===== src/rtl/ow_pkg.sv =====
// Package ow_pkg
// Shared constants, register layout and types of the one-wire master.
// Assumes a 32-bit register word; bit positions below are decoded by software.
package ow_pkg;

    localparam int WORD_W = 32;
    localparam int CNT_W  = 10;

    // register word addresses
    localparam int REG_CTRL = 0;
    localparam int REG_SLOT = 1;
    localparam int REG_RST  = 2;
    localparam int REG_MASK = 3;
    localparam int REG_FLAG = 4;
    localparam int REG_STAT = 5;

    // control word bits
    localparam int CTL_READ   = 31;
    localparam int CTL_WR0    = 30;
    localparam int CTL_SINGLE = 2;
    localparam int CTL_GO     = 0;

    // status word bits
    localparam int STS_RBIT  = 23;
    localparam int STS_READY = 0;

    // event flag positions; index 0 slot done, 1 presence, 2 no device
    localparam int NUM_FLAGS = 3;
    localparam int FLG_DONE  = 13;
    localparam int FLG_PRES  = 5;
    localparam int FLG_PERR  = 0;
    localparam int FLAG_POS [NUM_FLAGS] = '{FLG_DONE, FLG_PRES, FLG_PERR};

    typedef enum logic [1:0] {
        OP_NONE,
        OP_READ,
        OP_WR0,
        OP_RESET
    } op_e;

    typedef enum logic [2:0] {
        ST_IDLE,
        ST_ARM,
        ST_SLOT,
        ST_RECOV,
        ST_RLOW,
        ST_RHIGH
    } seq_st_e;

    // slot timing word, bits [29:0]
    typedef struct packed {
        logic [1:0] setup;
        logic [5:0] recov;
        logic [3:0] sample;
        logic [6:0] low0;
        logic [3:0] low1;
        logic [6:0] slot;
    } slot_cfg_t;

    // reset timing word, bits [31:0]
    typedef struct packed {
        logic [7:0] win_lo;
        logic [5:0] win_hi;
        logic [8:0] rst_low;
        logic [8:0] rst_high;
    } rst_cfg_t;

    // Map a control word to the action it requests.
    function automatic op_e decode_ctl(input logic [WORD_W-1:0] w);
        op_e op;
        op = OP_NONE;
        if (w[CTL_READ] || w[CTL_WR0]) begin
            if (w[CTL_SINGLE]) op = w[CTL_READ] ? OP_READ : OP_WR0;
        end else if (w[CTL_GO]) begin
            op = OP_RESET;
        end
        return op;
    endfunction

endpackage


===== src/rtl/ow_sync.sv =====
// Module ow_sync
// Multi-flop synchronizer for the asynchronous line level.
// Assumes STAGES >= 2; resets to the idle (released, high) level.
module ow_sync #(
    parameter int   STAGES    = 2,
    parameter logic RESET_VAL = 1'b1
) (
    input  logic clk,
    input  logic rst_n,
    input  logic din,
    output logic dout
);

    logic [STAGES-1:0] sh_q;

    // shift the raw level through the flop chain
    always_ff @(posedge clk) begin
        if (!rst_n) sh_q <= {STAGES{RESET_VAL}};
        else        sh_q <= {sh_q[STAGES-2:0], din};
    end

    assign dout = sh_q[STAGES-1];

endmodule


===== src/rtl/ow_regs.sv =====
// Module ow_regs
// Register file: timing words, mask, write-1-to-clear event flags,
// status read-back and command acceptance.
// Assumes one register access per cycle and combinational read data.
module ow_regs
    import ow_pkg::*;
#(
    parameter int ADDR_W = 3
) (
    input  logic                clk,
    input  logic                rst_n,
    input  logic                wr,
    input  logic [ADDR_W-1:0]   addr,
    input  logic [WORD_W-1:0]   wdata,
    output logic [WORD_W-1:0]   rdata,
    input  logic                ready,
    input  logic                rbit,
    input  logic                evt_done,
    input  logic                evt_pres,
    input  logic                evt_perr,
    output slot_cfg_t           slot_cfg,
    output rst_cfg_t            rst_cfg,
    output logic                cmd_start,
    output op_e                 cmd_op,
    output logic [WORD_W-1:0]   flags,
    output logic                irq
);

    localparam logic [ADDR_W-1:0] A_CTRL = ADDR_W'(REG_CTRL);
    localparam logic [ADDR_W-1:0] A_SLOT = ADDR_W'(REG_SLOT);
    localparam logic [ADDR_W-1:0] A_RST  = ADDR_W'(REG_RST);
    localparam logic [ADDR_W-1:0] A_MASK = ADDR_W'(REG_MASK);
    localparam logic [ADDR_W-1:0] A_FLAG = ADDR_W'(REG_FLAG);
    localparam logic [ADDR_W-1:0] A_STAT = ADDR_W'(REG_STAT);
    localparam int SLOT_BITS = $bits(slot_cfg_t);

    logic [NUM_FLAGS-1:0] evt_vec;
    logic [NUM_FLAGS-1:0] flag_q;
    logic [NUM_FLAGS-1:0] mask_q;
    logic [WORD_W-1:0]    mask_word;
    logic [WORD_W-1:0]    stat_word;
    logic                 wr_flag;
    logic                 wr_mask;

    assign evt_vec = {evt_perr, evt_pres, evt_done};
    assign wr_flag = wr && (addr == A_FLAG);
    assign wr_mask = wr && (addr == A_MASK);

    // hold the two timing words
    always_ff @(posedge clk) begin
        if (!rst_n) begin
            slot_cfg <= '0;
            rst_cfg  <= '0;
        end else if (wr) begin
            if (addr == A_SLOT) slot_cfg <= slot_cfg_t'(wdata[SLOT_BITS-1:0]);
            if (addr == A_RST)  rst_cfg  <= rst_cfg_t'(wdata);
        end
    end

    // one flag and one mask bit per event, each at its own word position
    for (genvar gi = 0; gi < NUM_FLAGS; gi++) begin : g_flag
        localparam int POS = FLAG_POS[gi];
        logic f_q;
        logic m_q;

        // set on event (wins), clear on write-one, mask follows writes
        always_ff @(posedge clk) begin
            if (!rst_n) begin
                f_q <= 1'b0;
                m_q <= 1'b0;
            end else begin
                if (evt_vec[gi])                 f_q <= 1'b1;
                else if (wr_flag && wdata[POS])  f_q <= 1'b0;
                if (wr_mask)                     m_q <= wdata[POS];
            end
        end

        assign flag_q[gi] = f_q;
        assign mask_q[gi] = m_q;
    end

    // spread compact flag and mask bits to their word positions
    always_comb begin
        flags     = '0;
        mask_word = '0;
        for (int i = 0; i < NUM_FLAGS; i++) begin
            flags[FLAG_POS[i]]     = flag_q[i];
            mask_word[FLAG_POS[i]] = mask_q[i];
        end
    end

    // status word layout
    always_comb begin
        stat_word            = '0;
        stat_word[STS_READY] = ready;
        stat_word[STS_RBIT]  = rbit;
    end

    // accept a meaningful control word only while idle
    assign cmd_op    = decode_ctl(wdata);
    assign cmd_start = wr && (addr == A_CTRL) && ready && (cmd_op != OP_NONE);

    assign irq = |(flag_q & mask_q);

    // read-back multiplexer
    always_comb begin
        if (addr == A_SLOT)      rdata = WORD_W'(slot_cfg);
        else if (addr == A_RST)  rdata = rst_cfg;
        else if (addr == A_MASK) rdata = mask_word;
        else if (addr == A_FLAG) rdata = flags;
        else if (addr == A_STAT) rdata = stat_word;
        else                     rdata = '0;
    end

endmodule


===== src/rtl/ow_seq.sv =====
// Module ow_seq
// Bus sequencer: times reset/presence and data slots in microsecond strobes
// with one shared elapsed counter, drives the line low and samples it.
// Assumes tick strobes are one clock wide and at least three clocks apart,
// and that bus_s is already synchronized.
module ow_seq
    import ow_pkg::*;
(
    input  logic      clk,
    input  logic      rst_n,
    input  logic      tick,
    input  logic      bus_s,
    input  logic      cmd_start,
    input  op_e       cmd_op,
    input  slot_cfg_t slot_cfg,
    input  rst_cfg_t  rst_cfg,
    output logic      ready,
    output logic      drive_low,
    output logic      rbit,
    output logic      evt_done,
    output logic      evt_pres,
    output logic      evt_perr
);

    seq_st_e           st_q;
    op_e               op_q;
    logic [CNT_W-1:0]  cnt_q;
    logic [CNT_W-1:0]  cnt_nx;
    logic              rbit_q;
    logic              seen_q;

    logic [CNT_W-1:0]  low_len;
    logic [CNT_W-1:0]  slot_len;
    logic [CNT_W-1:0]  recov_len;
    logic [CNT_W-1:0]  win_len;
    logic              slot_end;
    logic              recov_end;
    logic              rlow_end;
    logic              rhigh_end;
    logic              low_now;
    logic              present;

    assign cnt_nx    = cnt_q + 1'b1;
    assign low_len   = (op_q == OP_READ) ? CNT_W'(slot_cfg.low1) : CNT_W'(slot_cfg.low0);
    assign slot_len  = CNT_W'(slot_cfg.slot);
    assign recov_len = CNT_W'(slot_cfg.recov) + CNT_W'(slot_cfg.setup);
    assign win_len   = CNT_W'(rst_cfg.win_hi) + CNT_W'(rst_cfg.win_lo);

    assign slot_end  = tick && (cnt_nx >= slot_len);
    assign recov_end = tick && (cnt_nx >= recov_len);
    assign rlow_end  = tick && (cnt_nx >= CNT_W'(rst_cfg.rst_low));
    assign rhigh_end = tick && (cnt_nx >= CNT_W'(rst_cfg.rst_high));
    assign low_now   = tick && (cnt_q < win_len) && !bus_s;
    assign present   = seen_q || low_now;

    // state, elapsed count, read bit and presence memory
    always_ff @(posedge clk) begin
        if (!rst_n) begin
            st_q   <= ST_IDLE;
            op_q   <= OP_NONE;
            cnt_q  <= '0;
            rbit_q <= 1'b0;
            seen_q <= 1'b0;
        end else begin
            case (st_q)
                ST_IDLE: begin
                    if (cmd_start) begin
                        op_q <= cmd_op;
                        st_q <= ST_ARM;
                    end
                end
                ST_ARM: begin
                    if (tick) begin
                        cnt_q  <= '0;
                        seen_q <= 1'b0;
                        st_q   <= (op_q == OP_RESET) ? ST_RLOW : ST_SLOT;
                    end
                end
                ST_SLOT: begin
                    if (tick) begin
                        cnt_q <= cnt_nx;
                        if (op_q == OP_READ && cnt_nx == CNT_W'(slot_cfg.sample))
                            rbit_q <= bus_s;
                        if (slot_end) begin
                            cnt_q <= '0;
                            st_q  <= (recov_len == '0) ? ST_IDLE : ST_RECOV;
                        end
                    end
                end
                ST_RECOV: begin
                    if (tick) begin
                        cnt_q <= cnt_nx;
                        if (recov_end) st_q <= ST_IDLE;
                    end
                end
                ST_RLOW: begin
                    if (tick) begin
                        cnt_q <= cnt_nx;
                        if (rlow_end) begin
                            cnt_q <= '0;
                            st_q  <= ST_RHIGH;
                        end
                    end
                end
                ST_RHIGH: begin
                    if (tick) begin
                        cnt_q <= cnt_nx;
                        if (low_now)   seen_q <= 1'b1;
                        if (rhigh_end) st_q   <= ST_IDLE;
                    end
                end
                default: st_q <= ST_IDLE;
            endcase
        end
    end

    // line drive and completion events, derived from registered state
    always_comb begin
        drive_low = ((st_q == ST_SLOT) && (cnt_q < low_len)) || (st_q == ST_RLOW);
        evt_done  = ((st_q == ST_SLOT) && slot_end && (recov_len == '0)) ||
                    ((st_q == ST_RECOV) && recov_end);
        evt_pres  = (st_q == ST_RHIGH) && rhigh_end && present;
        evt_perr  = (st_q == ST_RHIGH) && rhigh_end && !present;
    end

    assign ready = (st_q == ST_IDLE);
    assign rbit  = rbit_q;

endmodule


===== src/rtl/onewire_master.sv =====
// Module onewire_master
// Top of the one-wire master: register file, input synchronizer and
// bus sequencer. The line output is open-drain: 1 pulls low, 0 releases.
// Assumes tick_1us is a one-clock strobe at 1 MHz, three or more clocks apart.
module onewire_master
    import ow_pkg::*;
#(
    parameter int ADDR_W      = 3,
    parameter int SYNC_STAGES = 2
) (
    input  logic              clk,
    input  logic              rst_n,
    input  logic              tick_1us,
    input  logic              reg_wr,
    input  logic [ADDR_W-1:0] reg_addr,
    input  logic [31:0]       reg_wdata,
    output logic [31:0]       reg_rdata,
    input  logic              bus_in,
    output logic              bus_drive_low,
    output logic              irq
);

    slot_cfg_t          slot_cfg;
    rst_cfg_t           rst_cfg;
    op_e                cmd_op;
    logic               cmd_start;
    logic               seq_ready;
    logic               seq_rbit;
    logic               evt_done;
    logic               evt_pres;
    logic               evt_perr;
    logic               bus_s;
    logic [WORD_W-1:0]  flag_vec;

    // bring the line level into the clock domain
    ow_sync #(.STAGES(SYNC_STAGES), .RESET_VAL(1'b1)) u_sync (
        .clk   (clk),
        .rst_n (rst_n),
        .din   (bus_in),
        .dout  (bus_s)
    );

    // software-visible registers
    ow_regs #(.ADDR_W(ADDR_W)) u_regs (
        .clk       (clk),
        .rst_n     (rst_n),
        .wr        (reg_wr),
        .addr      (reg_addr),
        .wdata     (reg_wdata),
        .rdata     (reg_rdata),
        .ready     (seq_ready),
        .rbit      (seq_rbit),
        .evt_done  (evt_done),
        .evt_pres  (evt_pres),
        .evt_perr  (evt_perr),
        .slot_cfg  (slot_cfg),
        .rst_cfg   (rst_cfg),
        .cmd_start (cmd_start),
        .cmd_op    (cmd_op),
        .flags     (flag_vec),
        .irq       (irq)
    );

    // bus timing engine
    ow_seq u_seq (
        .clk       (clk),
        .rst_n     (rst_n),
        .tick      (tick_1us),
        .bus_s     (bus_s),
        .cmd_start (cmd_start),
        .cmd_op    (cmd_op),
        .slot_cfg  (slot_cfg),
        .rst_cfg   (rst_cfg),
        .ready     (seq_ready),
        .drive_low (bus_drive_low),
        .rbit      (seq_rbit),
        .evt_done  (evt_done),
        .evt_pres  (evt_pres),
        .evt_perr  (evt_perr)
    );

endmodule


===== config.mk =====
export PLATFORM = sky130hd
export DESIGN_NAME = onewire_master
export DESIGN_NICKNAME = d
export VERILOG_FILES = /design/src/rtl/ow_pkg.sv /design/src/rtl/ow_sync.sv /design/src/rtl/ow_regs.sv /design/src/rtl/ow_seq.sv /design/src/rtl/onewire_master.sv
export SDC_FILE = /design/constraint.sdc
export NUM_CORES = 1
export LEC_CHECK = 0
export BUFFER_PORTS_ARGS = -buffer_cell sky130_fd_sc_hd__clkbuf_2
export CORE_UTILIZATION = 41
export CTS_BUF_LIST = sky130_fd_sc_hd__clkbuf_8 sky130_fd_sc_hd__clkbuf_16
export DETAILED_ROUTE_END_ITERATION = 8
export HOLD_SLACK_MARGIN = 0.02
export PLACE_DENSITY_LB_ADDON = 0.08
export SLEW_MARGIN = 20
export SYNTH_ARGS = -nofsm -noshare
export SYNTH_HDL_FRONTEND = slang
export SYNTH_SLANG_ARGS = --single-unit

===== constraint.sdc =====
create_clock -name clk -period 9.7 [get_ports clk]
set_clock_uncertainty 0.05 [all_clocks]
set_input_delay 0.97 -clock clk [delete_from_list [all_inputs] [get_ports clk]]
set_output_delay 0.97 -clock clk [all_outputs]
set_load 0.02 [all_outputs]

; Word level (Yosys, flattened, before mapping)
; Index checks and enable logic that the tools add are counted.
[classes]
addsub = 3
n_lt_le_gt_ge = 6
n_eq_ne = 25
n_mux = 40
bitwise = 1
n_reduce_logical = 46
[op_table]
columns = cell, n
row1 = $mux W32, 4
row2 = $mux W10, 6
row3 = $pmux W10 S4, 1
row4 = $mux W3, 11
row5 = $mux W24, 1
row6 = $logic_and A1 B1 Y1, 22
row7 = $ge A10 B9 Y1, 2
row8 = $lt A10 B10 Y1, 2
row9 = $pmux W3 S6, 1
row10 = $eq A3 B2 Y1 const B, 4
row11 = $eq A3 B3 Y1 const B, 4
row12 = $ne A2 B1 Y1 const B, 6
row13 = $ne A2 B2 Y1 const B, 6
row14 = $add A10 B1 Y10 const B, 1
row15 = $eq A10 B4 Y1, 1
row16 = $ge A10 B10 Y1, 1
row17 = $ge A10 B7 Y1, 1
row18 = $logic_not A10 Y1, 1
row19 = $mux W2, 5
row20 = $reduce_and A10 Y1, 1
row21 = $reduce_bool A2 Y1, 5
row22 = $add A6 B8 Y9, 1
row23 = $mux W1, 9
row24 = $add A6 B2 Y7, 1
row25 = 16 further kinds, 24
[word_totals]
ff_bits = 87
inputBits = 40
out_inout_bits = 34
word_cells = 143

; Depth between registers and ports, before layout
; Gate-level depths: netlist of run 1.
[depth]
word_depth = 8
ltp_mapped = 15
ltp_nobuf = 15

; Hierarchy
; Synthesis of run 1 repeated with hierarchy kept, for this count alone.
[hier_totals]
cells_unflattened = 753
hier_area_um2 = 6033.3
[modules_own_cells]
columns = mod, instances, cells_each, area_each_um2, seq_area_each_um2
row1 = ow_regs, 1, 404, 3305.7, 1361.3
row2 = ow_seq, 1, 345, 2675.1, 340.3
row3 = ow_sync, 1, 4, 52.6, 40.0

; Least setup slack after synthesis of run 1
; OpenSTA, ideal clock, no wires.
[synth_path]
path_type = input to output
startpoint = input reg_addr[0]
endpoint = output reg_rdata[10]
arrival_ns = 2.286
required_time_ns = 8.680
setup_slack_ns = 6.394
cell_stages = 6
path_buffers = 3
path_cell_list = clkbuf_1 > nand2_1 > nor2_1 > clkbuf_1 > clkbuf_1 > a22o_1
[synth_via]
elab_chain_cells = 5
elab_cells_between_ends = 8
classes_between = 4 x eq/ne / 4 x mux
[synth_lines]
columns = item, line
row1 = start: declaration, onewire_master.sv:15  ; input logic [ADDR_W-1:0] reg_addr,
row2 = $eq A3 B3 Y1, ow_regs.sv:110  ; else if (addr == A_FLAG) rdata = flags;
row3 = $mux W32, ow_regs.sv:110
row4 = $mux W32, ow_regs.sv:109  ; else if (addr == A_MASK) rdata = mask_word;
row5 = $mux W32, ow_regs.sv:108  ; else if (addr == A_RST) rdata = rst_cfg;
row6 = $mux W32 *, ow_regs.sv:107  ; if (addr == A_SLOT) rdata = WORD_W'(slot_cfg);
row7 = end: declaration, onewire_master.sv:17  ; output logic [31:0] reg_rdata,
; Every way passes the cells marked *; elsewhere a longest branch is shown, timed or not.

; Worst setup path in the final report of run 1
[layout_path]
startpoint = register u_seq.op_q[1]
endpoint = output bus_drive_low
[layout_via]
elab_chain_cells = 5
[layout_lines]
columns = item, line
row1 = start: declaration, ow_seq.sv:26  ; op_e op_q;
row2 = start signal: assignment, ow_seq.sv:68  ; op_q <= cmd_op;
row3 = $eq A2 B1 Y1, ow_seq.sv:44  ; assign low_len = (op_q == OP_READ) ? CNT_W'(slot_cfg.low1) : CNT_W'(slot_cfg.low0);
row4 = $mux W7, ow_seq.sv:44
row5 = $lt A10 B10 Y1, ow_seq.sv:119  ; drive_low = ((st_q == ST_SLOT) && (cnt_q < low_len)) || (st_q == ST_RLOW);
row6 = $logic_and A1 B1 Y1, ow_seq.sv:119
row7 = $logic_or A1 B1 Y1, ow_seq.sv:119
row8 = end: declaration, onewire_master.sv:19  ; output logic bus_drive_low,
; Every way passes these cells.

==> reports/results.txt, run 1 <==
port buffer count -> 73
sequential power share -> 43.4%
filler instances -> 1376
Synth area leader -> dfxtp_1
1st-pass router iterations -> 5
vias per inst -> 5.49
clock latency on the worst-skew pair -> 360 ps
Setup TNS -> 0 ps
top_reg_cell synth -> dfxtp_1
Post-Layout Cell Count -> 958
DRC -> 0
switching share of power -> 32.1%
Die Wd -> 120 um
CTS tree -> yes
power density cells -> 140 mW/mm^2
met2 wire length -> 7550 um
WL met3 -> 880 um
pin count of the biggest net entering global routing -> 73
RSZ-0062 raised after global routing -> no
top layer in use -> met4
final setup fails -> 0
area of the multi-input gates -> 0.00361 mm^2
Crit Path Category -> flop to output port
Hold WC Path Type -> flop to flop
via count -> 5259
crit end category -> output port
Hold-fix buffers, CTS -> 0
P_leak -> 0.00266 uW
hold violation count in the final report -> 0
clock power share -> 37.9%
post-CTS setup buffers -> 0
Req. time, crit path -> 8680 ps
Tmin final -> 3860 ps
Logic pwr share -> 18.7%
dpl hpwl -> 12400 um
Yosys reg bits -> 87
Slew @ Worst Pin -> 830 ps
synthesized area -> 0.00569 mm^2
htree depth -> 3
n_diodes -> 0
commonest cells after routing, fill and taps aside -> nand2_1 (159), a21oi_1 (89), dfxtp_1 (87), clkbuf_2 (73), ha_1 (55)
Synth warnings -> 0
status -> finished clean
FFs w/ async S/R, synth -> 0%
Yosys top cell area share -> 30.6%
antenna-violating nets left -> 0
Critical Path AT -> 2840 ps
Avg Cell Area, Syn -> 7.85 um^2
Unique masters post-synth -> 75
post-CTS resize count -> 0
EDFF count, synth -> 0
most common cell after layout, fill and taps aside -> nand2_1
P_int -> 615 uW
clock sink count -> 87
max-cap violations -> 0
Die H -> 120 um
starting density of the core -> 42.5%
Seq/Total Area, Yosys -> 30.6%
Slew headroom -> 44.7%
Switch Pwr -> 291 uW
Util after Layout -> 48.2%
area grow syn2layout -> 13.4%
Cells after DPL -> 942
Critical Path Fanout Max -> 8
syn_nets -> 822
Iter 0 DRT Violations -> 307
peak supply drop -> 0.101 mV
Longest Clk Path Bufs -> 2
top cells by area, synth -> dfxtp_1 (31%), ha_1 (12%), nand2_1 (10%)
antenna violations before repair -> 0
Overflow after GRT -> 0
Root Buffer -> clkbuf_16
gr usage total -> 24.5%
WL met1 -> 8000 um
period utilization -> 39.8%
Ports -> 74
WL/cell -> 17.4 um
die area -> 0.0144 mm^2
f_max -> 0.259 GHz
Sequential Area -> 0.00174 mm^2
Final Wtd Congestion -> 0.920
Worst setup SP type -> flop
TritonCTS Buffers -> 9
Post-Route WL -> 16700 um
final-report max-slew violation count -> 0
cell row count -> 42
first-pass GRT wire length -> 27100 um
core area -> 0.0134 mm^2
Cells after Synth -> 725
vias in the first global route -> 5070
Final nets -> 874
Clk pin slew, worst setup/hold paths -> 70 ps
layout cells sized above 1 -> 16.4%
## registers in the layout (all words and copies together), names as in the netlist
register           flops
u_regs.rst_cfg        32
u_regs.slot_cfg       30
u_seq.cnt_q           10
u_regs.g_flag.f_q      3
u_regs.g_flag.m_q      3
u_seq.st_q             3
u_seq.op_q             2
u_sync.sh_q            2
u_seq.rbit             1
u_seq.seen_q           1
## cells in the mapped netlist (all sizes together), types with 3 or more instances
cell type / number
o211ai: 3
nor2: 22
nor3b: 4
nand4: 10
nand2: 159
buf: 9
nand2b: 10
nand3: 16
or2: 3
nor3: 9
a21oi: 90
o22ai: 3
clkbuf: 31
dfxtp: 87
xnor2: 9
and2: 4
o21ai: 27
o21a: 6
xor2: 12
a21o: 6
a22o: 26
nor2b: 6
inv: 47
and3: 5
mux2i: 13
o31ai: 3
o41ai: 3
a31oi: 6
and4: 3
a211oi: 5
ha: 55
## metrics by stage
step / power (uW) / hold WS, ps / cell area [um^2] / setup WS (ps)
floorplan: 510 / 336 / 5690 / 6390
global placement: 566 / 357 / 6160 / 5800
detailed placement: 568 / 349 / 6160 / 5740
CTS: 912 / 373 / 6450 / 5810
global route: 946 / 387 / 6460 / 5710
finish: 906 / 369 / 6460 / 5840
## worst max-delay path, stage by stage, from the launching register on
cell,delay (ps)
dfxtp_1,380
nand2b_1,470
mux2i_1,320
ha_1,270
o21a_1,110
o21a_1,160
o21ai_0,200
nand3_1,130
a31oi_1,230
clkbuf_2,210
## power by group through the flow
stage               clock network [uW]  registers (uW)  logic, uW
floorplan                            0             387        123
global route                       364             395        187
CTS                                351             392        169
finish                             344             393        170
detailed placement                   0             400        168
global placement                     0             400        166
## kinds of logic after synthesis
| logic type | synth area share [%] |
|---|---|
| AND/OR/NAND/NOR | 21.0 |
| AO/OA/AOI/OAI | 23.6 |
| buffers and inverters | 6.31 |
| flip-flops | 30.6 |
| adder cells (fa/ha/maj) | 12.8 |
| XOR/XNOR | 3.23 |
| multiplexers | 2.48 |
## layer usage
metal  vias to the layer above  GRT usage [%]
met5                         -              0
met3                        15           3.94
met1                      2452           34.1
met4                         0           7.42
met2                       151           38.7
li1                       2641              -
## layout make-up
type,count,area share [%]
inverter,47,2.73
tap,176,3.41
sequential,87,27.0
clock buffer,9,3.49
timing repair buffer,81,6.59
multi-input combinational,551,55.9
clock inverter,7,0.930
## final timing paths
| path | startpoint | end | slack (ps) | cells past startpoint |
|---|---|---|---|---|
| max | u_seq.op_q[1]$_SDFFE_PN0P_ | bus_drive_low | 5840 | 9 |
| min | u_sync.sh_q[0]$_SDFF_PN1_ | u_sync.sh_q[1]$_SDFF_PN1_ | 370 | 1 |
| max reg2reg | u_seq.cnt_q[0]$_SDFFE_PN0P_ | u_seq.st_q[0]$_SDFFE_PN0P_ | 5950 | 13 |
| min reg2reg | u_sync.sh_q[0]$_SDFF_PN1_ | u_sync.sh_q[1]$_SDFF_PN1_ | 370 | 1 |
No activity file was read; power rests on OpenSTA's default activity.
==> run 2: changes to the inputs <==
Clock period 9.7 ns to 3.16 ns, I/O delays scaled along.
==> reports/results.txt, run 2 (synthesized netlist as in run 1, its figures left out) <==
final-report max-slew violation count -> 0 (unchanged)
Final Wtd Congestion -> 0.884 (-3.9%)
Regs by FF count -> u_regs.rst_cfg x32, u_regs.slot_cfg x30, u_seq.cnt_q x10
status -> finished clean
gr usage total -> 24.9% (+0.37 points)
clock power share -> 35.6% (-2.3 points)
WL/cell -> 17.7 um (+1.4%)
f_max -> 0.328 GHz
n_diodes -> 0 (unchanged)
core area -> 0.0134 mm^2 (unchanged)
Worst Setup EP -> u_seq.st_q[0]$_SDFFE_PN0P_
switching share of power -> 31.0% (-1.2 points)
sequential power share -> 43.3% (about the same)
Clk pin slew, worst setup/hold paths -> 60 ps (about the same)
Worst setup SP type -> flop
final setup fails -> 0 (unchanged)
period utilization -> 96.4%
FF-to-FF path depth -> 14 (+1)
dpl hpwl -> 13000 um (+5.5%)
layout cells sized above 1 -> 21.1% (+4.7 points)
TritonCTS Buffers -> 9 (unchanged)
cell row count -> 42 (unchanged)
Hold Path Cell Cnt -> 2 (+1)
first-pass GRT wire length -> 27600 um (+1.8%)
Tmin final -> 3050 ps
Die Wd -> 120 um (unchanged)
area grow syn2layout -> 17.5%
Placed Area -> 0.00635 mm^2 (+3.0%)
Longest Clk Path Bufs -> 2 (unchanged)
peak supply drop -> 0.222 mV (+120%)
max-cap violations -> 0 (unchanged)
worst reg2reg setup slack -> 110 ps (-5840 ps)
WHS -> 104 ps (-265 ps)
Slew headroom -> 51.1% (+6.4 points)
crit end category -> flop
Ports -> 74 (unchanged)
P_int -> 1910 uW (+210%)
antenna-violating nets left -> 0 (unchanged)
Req. time, crit path -> 3380 ps (-5300 ps)
vias per inst -> 5.55 (+1.1%)
1st-pass router iterations -> 4 (-1)
starting density of the core -> 42.5% (unchanged)
htree depth -> 3 (unchanged)
Critical Path Fanout Max -> 3 (-5)
Die H -> 120 um (unchanged)
Biggest register -> u_regs.rst_cfg
DRC -> 0 (unchanged)
port buffer count -> 73 (unchanged)
Iter 0 DRT Violations -> 247 (-20%)
Cells after DPL -> 967 (+2.7%)
Hold WC Path Type -> input pin to flop
most common cell after layout, fill and taps aside -> nand2_1
antenna violations before repair -> 0 (unchanged)
clock latency on the worst-skew pair -> 350 ps (about the same)
P_leak -> 0.00278 uW (+4.6%)
CTS tree -> yes
hold violation count in the final report -> 0 (unchanged)
Post-Route WL -> 17400 um (+4.0%)
Final nets -> 900 (+3.0%)
Root Buffer -> clkbuf_16
Logic pwr share -> 21.1% (+2.4 points)
filler instances -> 1346 (-2.2%)
commonest cells after routing, fill and taps aside -> nand2_1 (159), a21oi_1 (86), dfxtp_1 (82), clkbuf_2 (73), ha_1 (54)
R2R Path End -> u_seq.st_q[0]$_SDFFE_PN0P_
Critical Path AT -> 3270 ps (+430 ps)
Hold-fix buffers, CTS -> 0 (unchanged)
Switch Pwr -> 857 uW (+190%)
max reg flops -> 32 (unchanged)
die area -> 0.0144 mm^2 (unchanged)
clock sink count -> 87 (unchanged)
Crit Path Category -> flop to flop
vias in the first global route -> 5172 (+2.0%)
pin count of the biggest net entering global routing -> 48 (-34%)
power density cells -> 413 mW/mm^2 (+190%)
Pwr Total -> 2760 uW (+210%)
Worst Setup SP -> u_regs.slot_cfg[28]$_SDFFE_PN0P_
final instance area -> 0.00669 mm^2 (+3.7%)
Overflow after GRT -> 0 (unchanged)
Slew @ Worst Pin -> 727 ps (-103 ps)
Post-Layout Cell Count -> 983 (+2.6%)
via count -> 5454 (+3.7%)
Util after Layout -> 49.9% (+1.8 points)
worst r2r src -> u_regs.slot_cfg[28]$_SDFFE_PN0P_
==> run 2: cell types whose count changed in the layout (fill, tap and decap cells not counted), moves of 3 or more <==
| cell | change |
|---|---|
| a21oi_2 | +3 |
| buf_4 | +26 |
| a21oi_1 | -3 |
| dfxtp_1 | -5 |
| inv_6 | -5 |
| dfxtp_2 | +5 |
==> run 2: how the worst min path moves through the flow <==
stage	start	end	slack (ps)
after detailed placement	u_sync.sh_q[0]$_SDFF_PN1_	u_sync.sh_q[1]$_SDFF_PN1_	370
after global placement	u_sync.sh_q[0]$_SDFF_PN1_	u_sync.sh_q[1]$_SDFF_PN1_	350
after CTS	bus_in	u_sync.sh_q[0]$_SDFF_PN1_	90
after global routing	bus_in	u_sync.sh_q[0]$_SDFF_PN1_	140
after floorplan	u_sync.sh_q[0]$_SDFF_PN1_	u_sync.sh_q[1]$_SDFF_PN1_	340
final	bus_in	u_sync.sh_q[0]$_SDFF_PN1_	100
==> run 2: repair_timing <==
item	CTS	global route
pin swaps	0	3
gates resized for setup	3	19
buffers inserted	0	1
setup endpoints to repair	5	14
==> run 2: critical path, stage by stage, from the launching register on <==
cell       delay (ps)
dfxtp_1           360
ha_1              170
inv_1              50
fa_2              360
nor2b_2           150
nand2_1            70
xor2_1            160
ha_1              300
a21oi_1           130
nor2_1             70
a2111oi_2         390
buf_4             210
a41oi_2           180
o31ai_4           130
mux2i_1           210
==> run 2: layout make-up <==
type / instances / area (um^2) / area share, %
inverters: 47 / 176 / 2.64
clock buffers: 10 / 239 / 3.57
multi-input cells: 551 / 3660 / 54.7
clock inverters: 5 / 26.3 / 0.393
repair buffers: 107 / 621 / 9.27
flip-flops and latches: 87 / 1750 / 26.1
well taps: 176 / 220 / 3.29
==> run 2: power by group through the flow <==
stage / Clock, uW / Sequential [uW] / Combinational [uW]
after global routing: 1050 / 1200 / 637
after CTS: 1010 / 1190 / 556
after global placement: 0 / 1210 / 539
after floorplan: 0 / 1190 / 377
final: 984 / 1200 / 584
after detailed placement: 0 / 1210 / 546
==> run 2: layer usage <==
metal	global-route usage [%]	routed length [um]	vias to the layer above	part of all wire, %
met5	0	0	-	0
met4	8.98	354	0	2.0
met3	3.61	1000	23	5.8
met2	37.9	7820	168	45
met1	35.4	8180	2567	47
li1	-	-	2696	-
==> run 2: metrics by stage <==
step,TNS [ps],setup WS (ps)
after global placement,-31.9,-16.4
after detailed placement,-356,-154
after global routing,-11.2,-8.06
after floorplan,0,73.8
final,0,113
after CTS,0,38.6
==> run 3: changes to the inputs <==
--- a/config.mk
+++ b/config.mk
@@ -7,4 +7,5 @@
 export LEC_CHECK = 0
 export BUFFER_PORTS_ARGS = -buffer_cell sky130_fd_sc_hd__clkbuf_2
+export CORE_MARGIN = 2
 export CORE_UTILIZATION = 41
 export CTS_BUF_LIST = sky130_fd_sc_hd__clkbuf_8 sky130_fd_sc_hd__clkbuf_16
--- a/constraint.sdc
+++ b/constraint.sdc
@@ -3,3 +3,3 @@
 set_input_delay 0.316 -clock clk [delete_from_list [all_inputs] [get_ports clk]]
 set_output_delay 0.316 -clock clk [all_outputs]
-set_load 0.02 [all_outputs]
+set_load 0.1 [all_outputs]
==> reports/results.txt, run 3 (synthesized netlist as in run 1, its figures left out) <==
final instance area -> 0.00685 mm^2 (+2.4%)
final-report max-slew violation count -> 0 (unchanged)
peak supply drop -> 0.190 mV (-14%)
Ports -> 74 (unchanged)
Worst setup SP type -> flop
hold violation count in the final report -> 0 (unchanged)
starting density of the core -> 41.5% (-0.99 points)
hold_sp -> bus_in
most common cell after layout, fill and taps aside -> nand2_1
die area -> 0.0148 mm^2 (+3.4%)
layout cells sized above 1 -> 22.4% (+1.3 points)
crit end category -> flop
WP buf/inv -> 3 (+1)
Clk pin slew, worst setup/hold paths -> 60 ps (about the same)
dpl hpwl -> 13200 um (+1.2%)
Iter 0 DRT Violations -> 343 (+39%)
CP top delay family -> compound AO/OA/AOI/OAI gates
Final nets -> 905 (+0.56%)
Overflow after GRT -> 0 (unchanged)
CP dominant cell by count -> buf_4
gr usage total -> 24.6% (-0.25 points)
DRC -> 0 (unchanged)
antenna violations before repair -> 0 (unchanged)
peak per-stage delay on the critical path -> 370 ps (-20 ps)
first-pass GRT wire length -> 28100 um (+1.8%)
Placement Setup Slack -> -149 ps (+4.99 ps)
TritonCTS Buffers -> 9 (unchanged)
Final Wtd Congestion -> 0.911 (+3.1%)
via count -> 5460 (+0.11%)
Worst Setup SP -> u_regs.slot_cfg[22]$_SDFFE_PN0P_
core area -> 0.0137 mm^2 (+2.4%)
worst r2r src -> u_regs.slot_cfg[22]$_SDFFE_PN0P_
area grow syn2layout -> 20.3%
Post-Route WL -> 17700 um (+2.3%)
CTS tree -> yes
Biggest register -> u_regs.rst_cfg
final worst setup slack -> 126 ps (+13.1 ps)
power density cells -> 432 mW/mm^2 (+4.6%)
Regs by FF count -> u_regs.rst_cfg x32, u_regs.slot_cfg x30, u_seq.cnt_q x10
P_leak -> 0.00284 uW (+2.1%)
port buffer count -> 73 (unchanged)
crit-path cells -> ha_4 > inv_1 > fa_2 > nor2b_2 > nand2_1 > xor2_1 > ha_1 > a21oi_2 > nor2_1 > a2111oi_2 > buf_4 > buf_4 > a41o_1 > o211ai_1 > o41ai_2
n_diodes -> 0 (unchanged)
Root Buffer -> clkbuf_16
Tmin final -> 3030 ps (-13.1 ps)
clock sink count -> 87 (unchanged)
filler instances -> 1396 (+3.7%)
Req. time, crit path -> 3360 ps (-20 ps)
Longest Clk Path Bufs -> 2 (unchanged)
commonest cells after routing, fill and taps aside -> nand2_1 (159), a21oi_1 (86), dfxtp_1 (81), clkbuf_2 (72), ha_1 (53)
clock latency on the worst-skew pair -> 350 ps (about the same)
antenna-violating nets left -> 0 (unchanged)
vias per inst -> 5.50 (-0.90%)
Die H -> 122 um (+1.7%)
Slew @ Worst Pin -> 918 ps (+191 ps)
status -> finished clean
Die Wd -> 122 um (+1.7%)
Critical Path Fanout Max -> 3 (unchanged)
Hold-fix buffers, CTS -> 0 (unchanged)
Critical Path AT -> 3230 ps (-40 ps)
Slew headroom -> 38.3% (-13 points)
Placed Area -> 0.00640 mm^2 (+0.77%)
max-cap violations -> 0 (unchanged)
max reg flops -> 32 (unchanged)
vias in the first global route -> 5182 (+0.19%)
htree depth -> 3 (unchanged)
cell row count -> 43 (+2.4%)
Crit Path Category -> flop to flop
pin count of the biggest net entering global routing -> 39 (-19%)
period utilization -> 96.0% (-0.41 points)
final setup fails -> 0 (unchanged)
Slowest-stage cell, CP -> a2111oi_2
f_max -> 0.330 GHz (+0.43%)
Hold WC Path Type -> input pin to flop
1st-pass router iterations -> 5 (+1)
WL/cell -> 17.9 um (+1.2%)
## run 3: final cells by class
type                    count  area (um^2)  share of cell area (%)
clock buffers              11          253                    3.69
flip-flops and latches     87         1750                    25.5
repair buffers            112          673                    9.83
clock inverters             5         56.3                   0.822
multi-input cells         551         3720                    54.3
well taps                 180          225                    3.29
inverters                  47          176                    2.58
## run 3: worst register-to-register path: stages, from the launching register on
cell and delay, ps:
dfxtp_2 360, ha_4 140, inv_1 40, fa_2 360, nor2b_2 130, nand2_1 70
xor2_1 160, ha_1 330, a21oi_2 130, nor2_1 60, a2111oi_2 370, buf_4 220
buf_4 110, a41o_1 190, o211ai_1 130, o41ai_2 80
## run 3: metal layers
layer,vias to the layer above,GRT usage [%],share of wire [%]
li1,2711,-,-
met1,2613,34.9,49
met2,115,37.5,45
met3,21,4.12,4.1
met4,0,8.98,2.4
met5,-,0,0
## run 3: timing repair
action,4_1_cts,5_1_grt
gates resized for setup,4,27
endpoints found under the hold margin,0,0
pin swaps,0,8
endpoints found under the setup margin,4,16
setup buffers,0,3
gates cloned,0,0
## run 3: worst paths after layout
check | to | slack [ps] | cells past startpoint
worst min-delay path | u_sync.sh_q[0]$_SDFF_PN1_ | 110 | 2
worst max register to register | u_seq.st_q[1]$_SDFFE_PN0P_ | 130 | 15
worst min register to register | u_sync.sh_q[1]$_SDFF_PN1_ | 400 | 1
worst max-delay path | u_seq.st_q[1]$_SDFFE_PN0P_ | 130 | 15
## run 3: where the power goes
group	internal, uW	switching (uW)
Clock	657	466
Sequential	1130	63.2
Combinational	244	399
## run 3: through the flow
step	util (%)	instances	hold WS, ps	setup TNS (ps)	total power, uW
CTS	49.0	990	112	0	2930
finish	49.9	993	113	0	2960
detailed placement	46.7	974	397	-313	1800
floorplan	-	725	336	0	1600
global placement	46.7	974	355	0	1800
global route	49.9	993	111	-81.8	3090
